===== config.mk =====
export PLATFORM = sky130hd
export DESIGN_NAME = gpe_event_block
export DESIGN_NICKNAME = d
export VERILOG_FILES = /design/src/rtl/gpe_pkg.sv /design/src/rtl/gpe_ctrl.sv /design/src/rtl/gpe_datapath.sv /design/src/rtl/gpe_event_block.sv
export SDC_FILE = /design/constraint.sdc
export NUM_CORES = 1
export LEC_CHECK = 0
export ABC_AREA = 1
export CAP_MARGIN = 25
export CORE_UTILIZATION = 30
export DETAILED_ROUTE_END_ITERATION = 10
export DONT_BUFFER_PORTS = 1
export RECOVER_POWER = 25
export SETUP_SLACK_MARGIN = 0.05
export SLEW_MARGIN = 25
export SYNTH_ARGS = -nofsm -noshare
export SYNTH_HDL_FRONTEND = slang
export SYNTH_HIERARCHICAL = 1
export SYNTH_SLANG_ARGS = --single-unit

===== constraint.sdc =====
create_clock -name clk -period 1.05 [get_ports clk]
set_input_delay 0.105 -clock clk [delete_from_list [all_inputs] [get_ports clk]]
set_output_delay 0.105 -clock clk [all_outputs]
set_load 0.03 [all_outputs]

===== src/rtl/gpe_pkg.sv =====
package gpe_pkg;
  // Word geometry of the event block: two 16-bit words, byte accessed.
  localparam int GPE_WORD_W   = 16;
  localparam int GPE_LANES    = GPE_WORD_W / 8;
  localparam int GPE_LANE_W   = (GPE_LANES > 1) ? $clog2(GPE_LANES) : 1;
  localparam int GPE_WIN_BYTES = 2 * GPE_LANES;

  // Strobes passed from the decode control to the datapath.
  typedef struct packed {
    logic [GPE_LANES-1:0]  stsWr;   // clear-by-one write into a status lane
    logic [GPE_LANES-1:0]  enWr;    // replace write into an enable lane
    logic                  rdEn;    // any read access this cycle
    logic                  rdHit;   // read falls inside the window
    logic                  rdIsEn;  // read selects the enable word
    logic [GPE_LANE_W-1:0] rdLane;  // byte lane selected for read
  } gpeStrobe_t;
endpackage


===== src/rtl/gpe_ctrl.sv =====
module gpe_ctrl
  import gpe_pkg::*;
#(
  parameter int               ADDR_W    = 16,
  parameter logic [ADDR_W-1:0] BASE_ADDR = 16'hAFE0
) (
  input  logic              hostValid,
  input  logic              hostWrite,
  input  logic [ADDR_W-1:0] hostAddr,
  output gpeStrobe_t        strobe
);
  logic [ADDR_W-1:0]     offset;
  logic                  inWindow;
  logic                  wordIsEn;
  logic [GPE_LANE_W-1:0] lane;

  always_comb begin
    offset   = hostAddr - BASE_ADDR;
    inWindow = (hostAddr >= BASE_ADDR) && (offset < ADDR_W'(GPE_WIN_BYTES));
    wordIsEn = offset[GPE_LANE_W];
    lane     = offset[GPE_LANE_W-1:0];
  end

  always_comb begin
    strobe        = '0;
    strobe.rdEn   = hostValid && !hostWrite;
    strobe.rdHit  = inWindow;
    strobe.rdIsEn = wordIsEn;
    strobe.rdLane = lane;
    for (int l = 0; l < GPE_LANES; l++) begin
      strobe.stsWr[l] = hostValid && hostWrite && inWindow && !wordIsEn &&
                        (lane == GPE_LANE_W'(l));
      strobe.enWr[l]  = hostValid && hostWrite && inWindow && wordIsEn &&
                        (lane == GPE_LANE_W'(l));
    end
  end
endmodule


===== src/rtl/gpe_datapath.sv =====
module gpe_datapath
  import gpe_pkg::*;
#(
  parameter int SLOTS  = 32,
  parameter int SLOT_W = $clog2(SLOTS),
  parameter int HP_BIT = 1
) (
  input  logic                  clk,
  input  logic                  rstN,
  input  gpeStrobe_t            strobe,
  input  logic [7:0]            hostWData,
  input  logic [GPE_WORD_W-1:0] gpeEvent,
  input  logic                  pmFixedIrq,
  input  logic                  slotInsert,
  input  logic                  slotRemove,
  input  logic [SLOT_W-1:0]     slotNum,
  output logic [7:0]            hostRData,
  output logic [SLOTS-1:0]      upMap,
  output logic [SLOTS-1:0]      downMap,
  output logic                  sci
);
  localparam int HP_LANE = HP_BIT / 8;
  localparam int HP_POS  = HP_BIT % 8;

  logic [GPE_WORD_W-1:0] stsWord, enWord;
  logic [GPE_WORD_W-1:0] stsNext, enNext, evtSet;
  logic [GPE_WORD_W-1:0] rdWord;
  logic [7:0]            rdByte;
  logic [SLOTS-1:0]      upNext, downNext;

  // Hardware set sources: generic vector plus the hotplug bit.
  always_comb begin
    evtSet = gpeEvent;
    if (slotInsert || slotRemove) evtSet[HP_BIT] = 1'b1;
  end

  // Per-lane merge: clear-by-one first, then OR in sets (set wins).
  for (genvar gl = 0; gl < GPE_LANES; gl++) begin : g_lane
    always_comb begin
      stsNext[gl*8 +: 8] = (strobe.stsWr[gl] ? (stsWord[gl*8 +: 8] & ~hostWData)
                                             : stsWord[gl*8 +: 8])
                           | evtSet[gl*8 +: 8];
      enNext[gl*8 +: 8]  = strobe.enWr[gl] ? hostWData : enWord[gl*8 +: 8];
    end
  end

  // Slot decode into the sticky bitmaps.
  for (genvar gs = 0; gs < SLOTS; gs++) begin : g_slot
    assign upNext[gs]   = upMap[gs]   | (slotInsert && (slotNum == SLOT_W'(gs)));
    assign downNext[gs] = downMap[gs] | (slotRemove && (slotNum == SLOT_W'(gs)));
  end

  always_comb begin
    rdWord = strobe.rdIsEn ? enWord : stsWord;
    rdByte = rdWord[strobe.rdLane*8 +: 8];
  end

  always_ff @(posedge clk or negedge rstN) begin
    if (!rstN) begin
      stsWord   <= '0;
      enWord    <= '0;
      upMap     <= '0;
      downMap   <= '0;
      hostRData <= '0;
    end else begin
      stsWord <= stsNext;
      enWord  <= enNext;
      upMap   <= upNext;
      downMap <= downNext;
      if (strobe.rdEn) hostRData <= strobe.rdHit ? rdByte : 8'h00;
    end
  end

  // Level output straight from the registered words.
  assign sci = pmFixedIrq | (stsWord[HP_BIT] & enWord[HP_BIT]);

  AST_STS_W1C_LO: assert property (@(posedge clk) disable iff (!rstN)
    (strobe.stsWr[0] && (evtSet[7:0] == 8'h00)) |=>
      ((stsWord[7:0] & $past(hostWData)) == 8'h00));
  AST_STS_OTHER_LANE: assert property (@(posedge clk) disable iff (!rstN)
    (strobe.stsWr[0] && !strobe.stsWr[1] && (evtSet[15:8] == 8'h00)) |=>
      (stsWord[15:8] == $past(stsWord[15:8])));
  AST_EN_REPLACE_HI: assert property (@(posedge clk) disable iff (!rstN)
    strobe.enWr[1] |=> (enWord[15:8] == $past(hostWData)));
  AST_RD_MISS_ZERO: assert property (@(posedge clk) disable iff (!rstN)
    (strobe.rdEn && !strobe.rdHit) |=> (hostRData == 8'h00));
  AST_HP_SET_WINS: assert property (@(posedge clk) disable iff (!rstN)
    (slotInsert || slotRemove) |=> stsWord[HP_BIT]);
  AST_INS_SLOT: assert property (@(posedge clk) disable iff (!rstN)
    slotInsert |=> upMap[$past(slotNum)]);
  AST_UP_STICKY: assert property (@(posedge clk) disable iff (!rstN)
    ((upMap & $past(upMap)) == $past(upMap)));
  AST_DOWN_STICKY: assert property (@(posedge clk) disable iff (!rstN)
    ((downMap & $past(downMap)) == $past(downMap)));
  AST_SCI_EN_DROP: assert property (@(posedge clk) disable iff (!rstN)
    (strobe.enWr[HP_LANE] && !hostWData[HP_POS]) |=> (pmFixedIrq || !sci));
endmodule


===== src/rtl/gpe_event_block.sv =====
module gpe_event_block
  import gpe_pkg::*;
#(
  parameter int                ADDR_W    = 16,
  parameter logic [ADDR_W-1:0] BASE_ADDR = 16'hAFE0,
  parameter int                SLOTS     = 32,
  parameter int                SLOT_W    = $clog2(SLOTS),
  parameter int                HP_BIT    = 1
) (
  input  logic                  clk,
  input  logic                  rstN,
  input  logic                  hostValid,
  input  logic                  hostWrite,
  input  logic [ADDR_W-1:0]     hostAddr,
  input  logic [7:0]            hostWData,
  output logic [7:0]            hostRData,
  input  logic [GPE_WORD_W-1:0] gpeEvent,
  input  logic                  pmFixedIrq,
  input  logic                  slotInsert,
  input  logic                  slotRemove,
  input  logic [SLOT_W-1:0]     slotNum,
  output logic [SLOTS-1:0]      upMap,
  output logic [SLOTS-1:0]      downMap,
  output logic                  sci
);
  gpeStrobe_t strobe;

  gpe_ctrl #(.ADDR_W(ADDR_W), .BASE_ADDR(BASE_ADDR)) ctrl_i (
    .hostValid(hostValid),
    .hostWrite(hostWrite),
    .hostAddr (hostAddr),
    .strobe   (strobe)
  );

  gpe_datapath #(.SLOTS(SLOTS), .SLOT_W(SLOT_W), .HP_BIT(HP_BIT)) dp_i (
    .clk       (clk),
    .rstN      (rstN),
    .strobe    (strobe),
    .hostWData (hostWData),
    .gpeEvent  (gpeEvent),
    .pmFixedIrq(pmFixedIrq),
    .slotInsert(slotInsert),
    .slotRemove(slotRemove),
    .slotNum   (slotNum),
    .hostRData (hostRData),
    .upMap     (upMap),
    .downMap   (downMap),
    .sci       (sci)
  );

  AST_PM_PASS: assert property (@(posedge clk) disable iff (!rstN)
    pmFixedIrq |-> sci);
endmodule


==> results.rst, run 1 <==
.. list-table::
   :header-rows: 1

   * - Metric
     - Value
   * - Area growth from synthesis to final layout
     - 36.1%
   * - Worst-Margin Slew
     - 719 ps
   * - Setup skew after layout
     - 6.17 ps
   * - Cell depth of the worst flop-to-flop path
     - 5
   * - Share of synthesized cell area in and, or, nand and nor gates
     - 23.2%
   * - Die Footprint
     - 0.0158 sq mm
   * - # diodes
     - 0
   * - Class of the tightest hold or removal check
     - in2async
   * - RePlAce Congestion
     - 0.823
   * - Result of the run
     - finished, violations left
   * - Number of vias in the routed layout
     - 3,732
   * - Area of the core
     - 0.0148 sq mm
   * - Number of distinct library cell variants in the gate-level netlist after synthesis
     - 22
   * - Unrepaired setup endpoints after global routing
     - true
   * - Sequential share of the synthesized area
     - 56.6%
   * - Fin. max-slew vios
     - 0
   * - Reg-to-Reg End
     - dp_i/hostRData[1]$_DFFE_PN0P_
   * - Worst setup timing slack at the placement stage
     - -783 ps
   * - Total global-route track usage
     - 16.2%
   * - Overall die width
     - 126 microns
   * - Count of port buffers added during placement
     - 0
   * - Mapped Area
     - 0.00460 sq mm
   * - Overall power
     - 0.00990 W
   * - Peak clock frequency supported by timing
     - 0.696 GHz
   * - Parity-gate share of the synthesized area counting xor and xnor cells
     - 0.381%
   * - Post-detailed-route count of antenna-violating nets
     - 0
   * - FF+latch count, synth
     - 104
   * - Top-level port count
     - 125
   * - Post-synthesis adder-cell area fraction
     - 0.272%
   * - Largest family of logic cells by synthesized area
     - simple AND/OR/NAND/NOR gates
   * - Detail-routed net length per standard cell
     - 16.2 microns
   * - Cell Pwr Density
     - 1580 mW/mm^2
   * - Detailed Routing Iterations Pass 1
     - 4
   * - Worst Setup SP
     - hostAddr[5]
   * - Maximum number of pins on one net before global-route repair
     - 105
   * - Count of nets after finishing
     - 641
   * - Critical path capture point type
     - flop
   * - Bufs on Longest Clock Path
     - 2
   * - Num rows
     - 44
   * - Average vias per placed instance
     - 4.80
   * - Leading cell type in the layout, fill and taps excluded
     - sky130_fd_sc_hd__nand2_1
   * - Commonest cells after routing, fill and taps aside
     - 125 x sky130_fd_sc_hd__nand2_1, 77 x sky130_fd_sc_hd__dfrtp_1, 68 x sky130_fd_sc_hd__nand3_1
   * - Multiplexer share of the synthesized area
     - 3.92%
   * - Final wirelength
     - 12.6 mm
   * - Mapped Cells
     - 497
   * - CTS H-Tree Depth
     - 3
   * - Initial Util
     - 31.2%
   * - Critical path peak fanout
     - 8
   * - Yosys warns
     - 6
   * - DRC violation total after the first TritonRoute iteration
     - 205
   * - Wire length of the first global-routing pass
     - 20.3 mm
   * - Number of max-cap violations
     - 0
   * - Detail Route met2 WL
     - 6.15 mm
   * - Period Utilization, post-route
     - 137%
   * - Critical path type
     - in2reg
   * - Peak ir drop on the vdd network
     - 0.930 mV
   * - Clock transition at the registers of the reported paths
     - 80 ps
   * - Clock sink total
     - 104
   * - Avg Synthesized Cell Area
     - 9.26 sq um
   * - Clk root buf
     - sky130_fd_sc_hd__clkbuf_16
   * - Synth Area in Compound Gates
     - 8.05%
   * - PnR worst setup slack
     - -386 ps
   * - Final hold slack
     - -562 ps
   * - Synthesized netlist net count
     - 550
   * - Met1 routed wirelength after detailed routing
     - 5.25 mm
   * - Setup violators final
     - 41
   * - TritonCTS clock tree
     - yes
   * - Post-Route Setup TNS
     - -13,260 ps
   * - Highest signal layer in the routed design
     - met4
   * - Final hold violation count
     - 104
   * - Met3 wire length
     - 982 microns
   * - Residual DRC
     - 0
   * - Data arrival time at the worst-slack endpoint
     - 1670 ps
   * - Required @ worst endpoint
     - 1280 ps
   * - Worst slew margin relative to its limit
     - 52.1%
   * - TritonCTS buffer count
     - 9
   * - P_leak
     - 2.85 nW
   * - Insertion delay of the later-clocked pin in the worst-skew pair
     - 350 ps
   * - Worst R2R Setup Slack
     - 120 ps
   * - Die boundary height
     - 126 microns
   * - Dpl hpwl
     - 8.15 mm
   * - Aggregate global routing overflow
     - 0
   * - Critical register-to-register path startpoint
     - dp_i/enWord[1]$_DFFE_PN0P_
   * - Violations in the final reports
     - hold timing, setup timing
   * - Final critical path time including I/O delays and setup
     - 1440 ps
   * - Vias in the first global route
     - 3,856
   * - Startpoint kind of the worst setup timing path
     - input port
   * - Fraction of layout cells with a size suffix above 1
     - 28.0%
   * - Initial antenna violation count
     - 0
==> where the power goes <==
group | switching [W] | leakage (nW) | internal, W
logic | 0.00105 | 1.60 | 0.000885
clock network | 0.00160 | 0.150 | 0.00188
registers | 0.000206 | 1.11 | 0.00428
==> kinds of logic (layout without fill, tap and decap cells) <==
family	after synthesis	count (layout)
simple gates	243	243
flops	104	104
buf+inv	81	177
compound gates	50	50
mux	16	16
xor+xnor	2	2
fa+ha+maj	1	1
==> cell type report <==
class / instances / area (sq um)
Sequential cell: 104 / 2640
Clock inverter: 7 / 78.8
Fill cell: 1419 / 8490
Inverter: 59 / 229
Tap cell: 184 / 230
Timing Repair Buffer: 102 / 1030
Clock buffer: 9 / 225
Multi-Input combinational cell: 312 / 1830
==> worst max-delay path, stage by stage <==
cell and delay (ps):
sky130_fd_sc_hd__ha_4 150, sky130_fd_sc_hd__nand2_4 60, sky130_fd_sc_hd__nor2_4 110, sky130_fd_sc_hd__nand3_4 100
sky130_fd_sc_hd__nand2_1 80, sky130_fd_sc_hd__nand2_1 50, sky130_fd_sc_hd__nor2_1 130, sky130_fd_sc_hd__nand2_2 80
sky130_fd_sc_hd__nor2_4 100, sky130_fd_sc_hd__nand3_2 110, sky130_fd_sc_hd__nor2_2 100, sky130_fd_sc_hd__buf_6 160
sky130_fd_sc_hd__mux2_2 330
==> state kept, by name, summed over array words and instances (netlist names) <==
| register | flops |
|---|---|
| dp_i/downMap | 32 |
| dp_i/enWord | 16 |
| dp_i/hostRData | 8 |
| dp_i/stsWord | 16 |
| dp_i/upMap | 32 |
==> worst max-delay path by stage <==
stage                                             end
after floorplan            dp_i/enWord[0]$_DFFE_PN0P_
after global placement     dp_i/enWord[1]$_DFFE_PN0P_
after detailed placement   dp_i/enWord[8]$_DFFE_PN0P_
after CTS                  dp_i/enWord[4]$_DFFE_PN0P_
after global routing       dp_i/stsWord[12]$_DFF_PN0_
final                     dp_i/enWord[12]$_DFFE_PN0P_
==> timing repair <==
action | 4_1_cts | 5_1_grt
hold buffers | 33 | 1
resized for setup | 79 | 43
setup endpoints to repair | 94 | 144
pin swaps | 6 | 4
endpoints found under the hold margin | 198 | 108
buffers inserted | 11 | 7
==> routing by layer <==
metal  vias to the layer above  track usage [%]
met4                         0             6.09
li1                       1755                -
met3                        14             5.61
met5                         -                0
met2                       126             27.1
met1                      1837             19.3
==> through the flow <==
| step | cells | utilization, % | area [sq um] |
|---|---|---|---|
| 2_1_floorplan | 497 | - | 4620 |
| 4_1_cts | 769 | 41.3 | 6090 |
| 6_report | 777 | 42.4 | 6260 |
| 5_1_grt | 777 | 42.4 | 6260 |
| 3_5_place_dp | 709 | 34.6 | 5100 |
| 3_3_place_gp | 709 | 34.6 | 5100 |
==> Yosys cell counts, drive strengths merged <==
cell / instances / share of area, %
o21ai: 1 / 0.11
dfrtp: 104 / 57
ha: 1 / 0.27
clkbuf: 3 / 0.24
mux2: 16 / 3.9
a21o: 16 / 2.6
nor2: 33 / 3.3
xor2: 2 / 0.38
nand4: 1 / 0.14
nand3: 79 / 9.0
o21bai: 32 / 5.2
buf: 19 / 2.6
a21oi: 1 / 0.11
nand2: 130 / 11
inv: 59 / 4.8
Note: power is estimated with default switching activity, not from simulation.
==> inputs of run 2 (changes only) <==
--- a/config.mk
+++ b/config.mk
@@ -7,6 +7,7 @@
 export LEC_CHECK = 0
 export ABC_AREA = 1
 export CAP_MARGIN = 25
+export CORE_ASPECT_RATIO = 0.5
 export CORE_UTILIZATION = 30
 export DETAILED_ROUTE_END_ITERATION = 10
 export DONT_BUFFER_PORTS = 1
==> results.rst, run 2 (synthesis results as in run 1) <==
.. list-table::
   :header-rows: 1

   * - Metric
     - Value
   * - Result of the run
     - finished, violations left
   * - Violations in the final reports
     - hold timing, setup timing
   * - Commonest cells after routing, fill and taps aside
     - 119 x sky130_fd_sc_hd__nand2_1, 83 x sky130_fd_sc_hd__dfrtp_1, 61 x sky130_fd_sc_hd__nand3_1
   * - Top-level port count
     - 125
   * - Data arrival time at the worst-slack endpoint
     - 1710 ps
   * - Clk root buf
     - sky130_fd_sc_hd__clkbuf_16
   * - Largest registers ranked by flip-flop count
     - dp_i/downMap (32), dp_i/upMap (32)
   * - TritonCTS clock tree
     - yes
   * - # diodes
     - 0
   * - Cell depth of the worst flop-to-flop path
     - 5
   * - Worst R2R Setup Slack
     - 80 ps
   * - Bufs on Longest Clock Path
     - 2
   * - Critical path capture point type
     - flop
   * - Area growth from synthesis to final layout
     - 41.1%
   * - Detailed Routing Iterations Pass 1
     - 4
   * - Critical path peak fanout
     - 5
   * - Unrepaired setup endpoints after global routing
     - true
   * - Worst path most repeated cell
     - sky130_fd_sc_hd__nor2_4
   * - Reg-to-Reg End
     - dp_i/hostRData[1]$_DFFE_PN0P_
   * - Leading cell type in the layout, fill and taps excluded
     - sky130_fd_sc_hd__nand2_1
   * - Fraction of layout cells with a size suffix above 1
     - 30.1%
   * - Count of nets after finishing
     - 649
   * - Critical-path top delay cell
     - sky130_fd_sc_hd__mux2_4
   * - Number of max-cap violations
     - 0
   * - Overall power
     - 0.0101 W
   * - Number of vias in the routed layout
     - 3,649
   * - PnR worst setup slack
     - -429 ps
   * - Class of the tightest hold or removal check
     - in2async
   * - Period Utilization, post-route
     - 141%
   * - Setup violators final
     - 41
   * - Dpl hpwl
     - 8.28 mm
   * - Aggregate global routing overflow
     - 0
   * - Combinational share of power
     - 19.5%
   * - Fin. max-slew vios
     - 0
   * - DRC violation total after the first TritonRoute iteration
     - 116
   * - Final hold violation count
     - 105
   * - Non-filler cells in the finished layout
     - 799
   * - Clock sink total
     - 104
   * - Worst slew margin relative to its limit
     - 55.0%
   * - Peak clock frequency supported by timing
     - 0.676 GHz
   * - Number of fill cells in the layout
     - 1,391
   * - Final hold slack
     - -554 ps
   * - Detail-routed net length per standard cell
     - 15.4 microns
   * - Worst-Margin Slew
     - 675 ps
   * - Residual DRC
     - 0
   * - Insertion delay of the later-clocked pin in the worst-skew pair
     - 350 ps
   * - Proportion of total power due to net switching
     - 27.4%
   * - Count of port buffers added during placement
     - 0
   * - Critical path, cell by cell
     - ha_4 > nor2_4 > nand3_2 > nor2_2 > nand3_1 > nor2_1 > nand2_1 > nor2_4 > nand3_4 > nor2_4 > buf_6 > mux2_4
   * - Worst path max stage delay
     - 310 ps
   * - Peak ir drop on the vdd network
     - 0.935 mV
   * - Num rows
     - 31
   * - RePlAce Congestion
     - 0.801
   * - Worst Setup SP
     - hostAddr[5]
   * - Final wirelength
     - 12.3 mm
   * - CTS H-Tree Depth
     - 3
   * - Pint
     - 0.00735 W
   * - Startpoint kind of the worst setup timing path
     - input port
   * - Die Footprint
     - 0.0159 sq mm
   * - Clock transition at the registers of the reported paths
     - 70 ps
   * - Placed cell count
     - 730
   * - Wire length of the first global-routing pass
     - 19.5 mm
   * - Critical register-to-register path startpoint
     - dp_i/stsWord[1]$_DFF_PN0_
   * - Maximum number of pins on one net before global-route repair
     - 105
   * - Required @ worst endpoint
     - 1280 ps
   * - Overall die width
     - 177 microns
   * - Register share of total power
     - 44.2%
   * - Cell Pwr Density
     - 1560 mW/mm^2
   * - Initial antenna violation count
     - 0
   * - Final critical path time including I/O delays and setup
     - 1480 ps
   * - Net switching power
     - 0.00277 W
   * - Vias in the first global route
     - 3,690
   * - Die boundary height
     - 89.6 microns
   * - Initial Util
     - 31.3%
   * - TritonCTS buffer count
     - 9
   * - Setup skew after layout
     - 9.77 ps
   * - Critical path type
     - in2reg
   * - Clock network power share
     - 36.3%
   * - Post-detailed-route count of antenna-violating nets
     - 0
   * - Average vias per placed instance
     - 4.57
   * - P_leak
     - 2.95 nW
   * - Area of the core
     - 0.0147 sq mm
   * - Total global-route track usage
     - 16.1%
[run 2: changes by cell type in the layout (fill, tap and decap cells not counted), moves of 3 or more]
| cell | before | now |
|---|---|---|
| sky130_fd_sc_hd__dfrtp_2 | 27 | 21 |
| sky130_fd_sc_hd__inv_8 | 3 | 0 |
| sky130_fd_sc_hd__nor2_4 | 5 | 8 |
| sky130_fd_sc_hd__dlygate4sd3_1 | 31 | 28 |
| sky130_fd_sc_hd__buf_6 | 45 | 53 |
| sky130_fd_sc_hd__nand2_2 | 3 | 10 |
| sky130_fd_sc_hd__nand2_1 | 125 | 119 |
| sky130_fd_sc_hd__dfrtp_1 | 77 | 83 |
| sky130_fd_sc_hd__nand3_4 | 2 | 7 |
| sky130_fd_sc_hd__nand3_1 | 68 | 61 |
| sky130_fd_sc_hd__nor2_2 | 10 | 6 |
[run 2: worst max path at each step]
stage                                              to  cells past startpoint
after floorplan            dp_i/enWord[0]$_DFFE_PN0P_                     12
after global placement    dp_i/enWord[14]$_DFFE_PN0P_                     12
after detailed placement  dp_i/enWord[13]$_DFFE_PN0P_                     12
after CTS                  dp_i/enWord[2]$_DFFE_PN0P_                     12
after global routing      dp_i/enWord[10]$_DFFE_PN0P_                     12
final                     dp_i/enWord[14]$_DFFE_PN0P_                     12
[run 2: metal layers]
layer,global-route usage (%),vias to the layer above,wire [microns]
li1,-,1779,-
met1,20.6,1802,5510
met2,27.8,55,6220
met3,3.20,13,463
met4,5.09,0,138
met5,0,-,0
[run 2: cell type report]
type,instances,area (sq um),area share (%)
sequential,104,2630,40.5
multi-input combinational,312,1930,29.8
timing repair buffer,110,1120,17.3
tap,198,248,3.82
clock buffer,10,239,3.68
inverter,59,234,3.60
clock inverter,6,90.1,1.39
[run 2: critical path: cells and delay by family]
family / cells / cell delay (ps)
and+or+nand+nor: 9 / 930
adders and majority gates: 1 / 220
buffers and inverters: 1 / 150
muxes: 1 / 310
[run 2: power by group through the flow]
| stage | Combinational, W | Sequential (W) | Clock (W) |
|---|---|---|---|
| 2_1_floorplan | 0.000447 | 0.00503 | 0 |
| 3_3_place_gp | 0.00148 | 0.00451 | 0 |
| 3_5_place_dp | 0.00150 | 0.00450 | 0 |
| 4_1_cts | 0.00193 | 0.00448 | 0.00378 |
| 5_1_grt | 0.00209 | 0.00452 | 0.00393 |
| 6_report | 0.00197 | 0.00448 | 0.00367 |
[run 2: repair_timing]
item / 4_1_cts / 5_1_grt
setup buffers: 15 / 5
endpoints found under the hold margin: 193 / 106
resized for setup: 80 / 70
hold buffers: 32 / 1
cloned: 0 / 0
pin swaps: 9 / 31
endpoints found under the setup margin: 96 / 155
[run 2: through the flow]
stage	hold WS, ps	cell area, sq um	util [%]	setup TNS (ps)	setup WS (ps)
after detailed placement	-189	5160	35.1	-26540	-801
after global placement	-189	5160	35.1	-25520	-761
after CTS	-571	6200	42.2	-20270	-401
after floorplan	-191	4620	-	-19860	-610
final	-554	6490	44.2	-13240	-429
after global routing	-577	6490	44.2	-16620	-503
==> inputs of run 3 (changes only) <==
--- a/config.mk
+++ b/config.mk
@@ -9,6 +9,7 @@
 export CAP_MARGIN = 25
 export CORE_ASPECT_RATIO = 0.5
 export CORE_UTILIZATION = 30
+export CTS_BUF_LIST = sky130_fd_sc_hd__clkbuf_16
 export DETAILED_ROUTE_END_ITERATION = 10
 export DONT_BUFFER_PORTS = 1
 export RECOVER_POWER = 25
==> results.rst, run 3 (synthesis results as in run 1) <==
.. list-table::
   :header-rows: 1

   * - Metric
     - Value
   * - Critical-path top delay cell
     - sky130_fd_sc_hd__mux2_4
   * - Fin. max-slew vios
     - 0
   * - Worst slew margin relative to its limit
     - 55.1%
   * - Critical path peak fanout
     - 5
   * - TritonCTS buffer count
     - 9
   * - Average vias per placed instance
     - 4.58
   * - Required @ worst endpoint
     - 1280 ps
   * - Leading cell type in the layout, fill and taps excluded
     - sky130_fd_sc_hd__nand2_1
   * - Startpoint kind of the worst setup timing path
     - input port
   * - Final hold slack
     - -554 ps
   * - Worst-Margin Slew
     - 674 ps
   * - Maximum number of pins on one net before global-route repair
     - 105
   * - Top-level port count
     - 125
   * - Initial antenna violation count
     - 0
   * - Critical path capture point type
     - flop
   * - DRC violation total after the first TritonRoute iteration
     - 116
   * - Cell Pwr Density
     - 1550 mW/mm^2
   * - Vias in the first global route
     - 3,699
   * - Worst setup timing slack at the placement stage
     - -801 ps
   * - Count of port buffers added during placement
     - 0
   * - Period Utilization, post-route
     - 141%
   * - Bufs and invs on worst path
     - 1
   * - Critical path, cell by cell
     - ha_4 > nor2_4 > nand3_2 > nor2_2 > nand3_1 > nor2_1 > nand2_1 > nor2_4 > nand3_4 > nor2_4 > buf_6 > mux2_4
   * - Final wirelength
     - 12.3 mm
   * - Total global-route track usage
     - 16.1%
   * - Clock network power share
     - 35.8%
   * - Result of the run
     - finished, violations left
   * - Number of max-cap violations
     - 0
   * - Proportion of total power due to net switching
     - 27.6%
   * - TritonCTS clock tree
     - yes
   * - Clk root buf
     - sky130_fd_sc_hd__clkbuf_16
   * - Critical path type
     - in2reg
   * - Initial Util
     - 31.3%
   * - Clock sink total
     - 104
   * - P_leak
     - 2.94 nW
   * - Residual DRC
     - 0
   * - Unrepaired setup endpoints after global routing
     - true
   * - Count of nets after finishing
     - 649
   * - Worst path most repeated cell
     - sky130_fd_sc_hd__nor2_4
   * - Area of the core
     - 0.0147 sq mm
   * - Crit-path leading delay family
     - simple AND/OR/NAND/NOR gates
   * - Data arrival time at the worst-slack endpoint
     - 1710 ps
   * - Fraction of layout cells with a size suffix above 1
     - 30.0%
   * - Combinational share of power
     - 19.6%
   * - Number of fill cells in the layout
     - 1,385
   * - Worst Setup SP
     - hostAddr[5]
   * - Detailed Routing Iterations Pass 1
     - 4
   * - Commonest cells after routing, fill and taps aside
     - 119 x sky130_fd_sc_hd__nand2_1, 83 x sky130_fd_sc_hd__dfrtp_1, 61 x sky130_fd_sc_hd__nand3_1
   * - Worst path max stage delay
     - 310 ps
   * - Die Footprint
     - 0.0159 sq mm
   * - Register share of total power
     - 44.6%
   * - Number of vias in the routed layout
     - 3,662
   * - RePlAce Congestion
     - 0.801
   * - Num rows
     - 31
   * - Post-detailed-route count of antenna-violating nets
     - 0
   * - Dpl hpwl
     - 8.28 mm
   * - Area growth from synthesis to final layout
     - 40.8%
   * - Aggregate global routing overflow
     - 0
   * - Overall die width
     - 177 microns
   * - Violations in the final reports
     - hold timing, setup timing
   * - Setup violators final
     - 41
   * - Critical register-to-register path startpoint
     - dp_i/stsWord[1]$_DFF_PN0_
   * - Peak ir drop on the vdd network
     - 0.920 mV
   * - Clock transition at the registers of the reported paths
     - 70 ps
   * - Class of the tightest hold or removal check
     - in2async
   * - Wire length of the first global-routing pass
     - 19.5 mm
   * - Bufs on Longest Clock Path
     - 2
   * - Net switching power
     - 0.00278 W
   * - Setup skew after layout
     - 10.0 ps
   * - Sequential standard cell area
     - 0.00263 sq mm
   * - Pint
     - 0.00728 W
   * - Final hold violation count
     - 105
   * - Largest registers ranked by flip-flop count
     - dp_i/downMap (32), dp_i/upMap (32)
   * - Peak clock frequency supported by timing
     - 0.677 GHz
   * - Detail-routed net length per standard cell
     - 15.4 microns
   * - Final critical path time including I/O delays and setup
     - 1480 ps
   * - Die boundary height
     - 89.6 microns
   * - PnR worst setup slack
     - -428 ps
   * - Insertion delay of the later-clocked pin in the worst-skew pair
     - 350 ps
   * - CTS H-Tree Depth
     - 3
   * - # diodes
     - 0
   * - Multi-input gate area in the final layout
     - 0.00193 sq mm
==> run 3: changes by cell type in the layout (fill, tap and decap cells not counted) <==
| cell | change |
|---|---|
| sky130_fd_sc_hd__clkbuf_8 | -1 |
| sky130_fd_sc_hd__clkinv_1 | +1 |
==> run 3: what timing repair did <==
action / in CTS / in global routing
setup endpoints to repair: 95 / 156
setup buffers: 15 / 5
resized for setup: 79 / 71
pin swaps: 9 / 31
hold buffers: 32 / 1
endpoints found under the hold margin: 193 / 106
==> run 3: final timing paths <==
kind / endpoint / slack (ps) / cells after the start
setup / recovery: dp_i/enWord[14]$_DFFE_PN0P_ / -430 / 12
hold / removal: dp_i/upMap[25]$_DFF_PN0_ / -550 / 0
setup reg to reg: dp_i/hostRData[1]$_DFFE_PN0P_ / 80 / 5
hold reg to reg: dp_i/stsWord[13]$_DFF_PN0_ / 490 / 1
max in group asynchronous: dp_i/stsWord[4]$_DFF_PN0_ / 1440 / 0
min in group clk: dp_i/downMap[0]$_DFF_PN0_ / -10 / 3
==> run 3: worst register-to-register path, delay by kind of cell, from the launching register on <==
| kind | cells | cell delay, ps |
|---|---|---|
| flip-flops | 1 | 390 |
| AND/OR/NAND/NOR | 4 | 350 |
| buffers and inverters | 1 | 140 |
==> run 3: final cells by class <==
class                      count  area share [%]
clock buffer                   9            3.47
timing repair buffer         110            17.3
tap                          198            3.82
sequential                   104            40.6
clock inverter                 7            1.45
inverter                      59            3.61
multi-input combinational    312            29.8
==> run 3: layer usage <==
layer	share of wire [%]	global-route usage [%]	routed length, microns
met1	44	20.5	5450
met2	50	27.8	6220
met3	4.0	3.20	498
met4	1.4	5.09	167
met5	0	0	0
==> run 3: power by group through the flow <==
stage	registers, W	logic, W	clock network, W
global placement	0.00451	0.00148	0
detailed placement	0.00450	0.00150	0
global route	0.00452	0.00209	0.00386
CTS	0.00448	0.00193	0.00370
floorplan	0.00503	0.000447	0
finish	0.00448	0.00197	0.00360
==> run 3: stage by stage <==
stage / setup TNS [ps] / cell area (sq um) / utilization, % / power (W) / std cells
2_1_floorplan: -19860 / 4620 / - / 0.00548 / 497
4_1_cts: -20170 / 6190 / 42.1 / 0.0101 / 793
5_1_grt: -16630 / 6480 / 44.1 / 0.0105 / 799
3_3_place_gp: -25520 / 5160 / 35.1 / 0.00599 / 730
3_5_place_dp: -26540 / 5160 / 35.1 / 0.00600 / 730
6_report: -13190 / 6480 / 44.1 / 0.0101 / 799
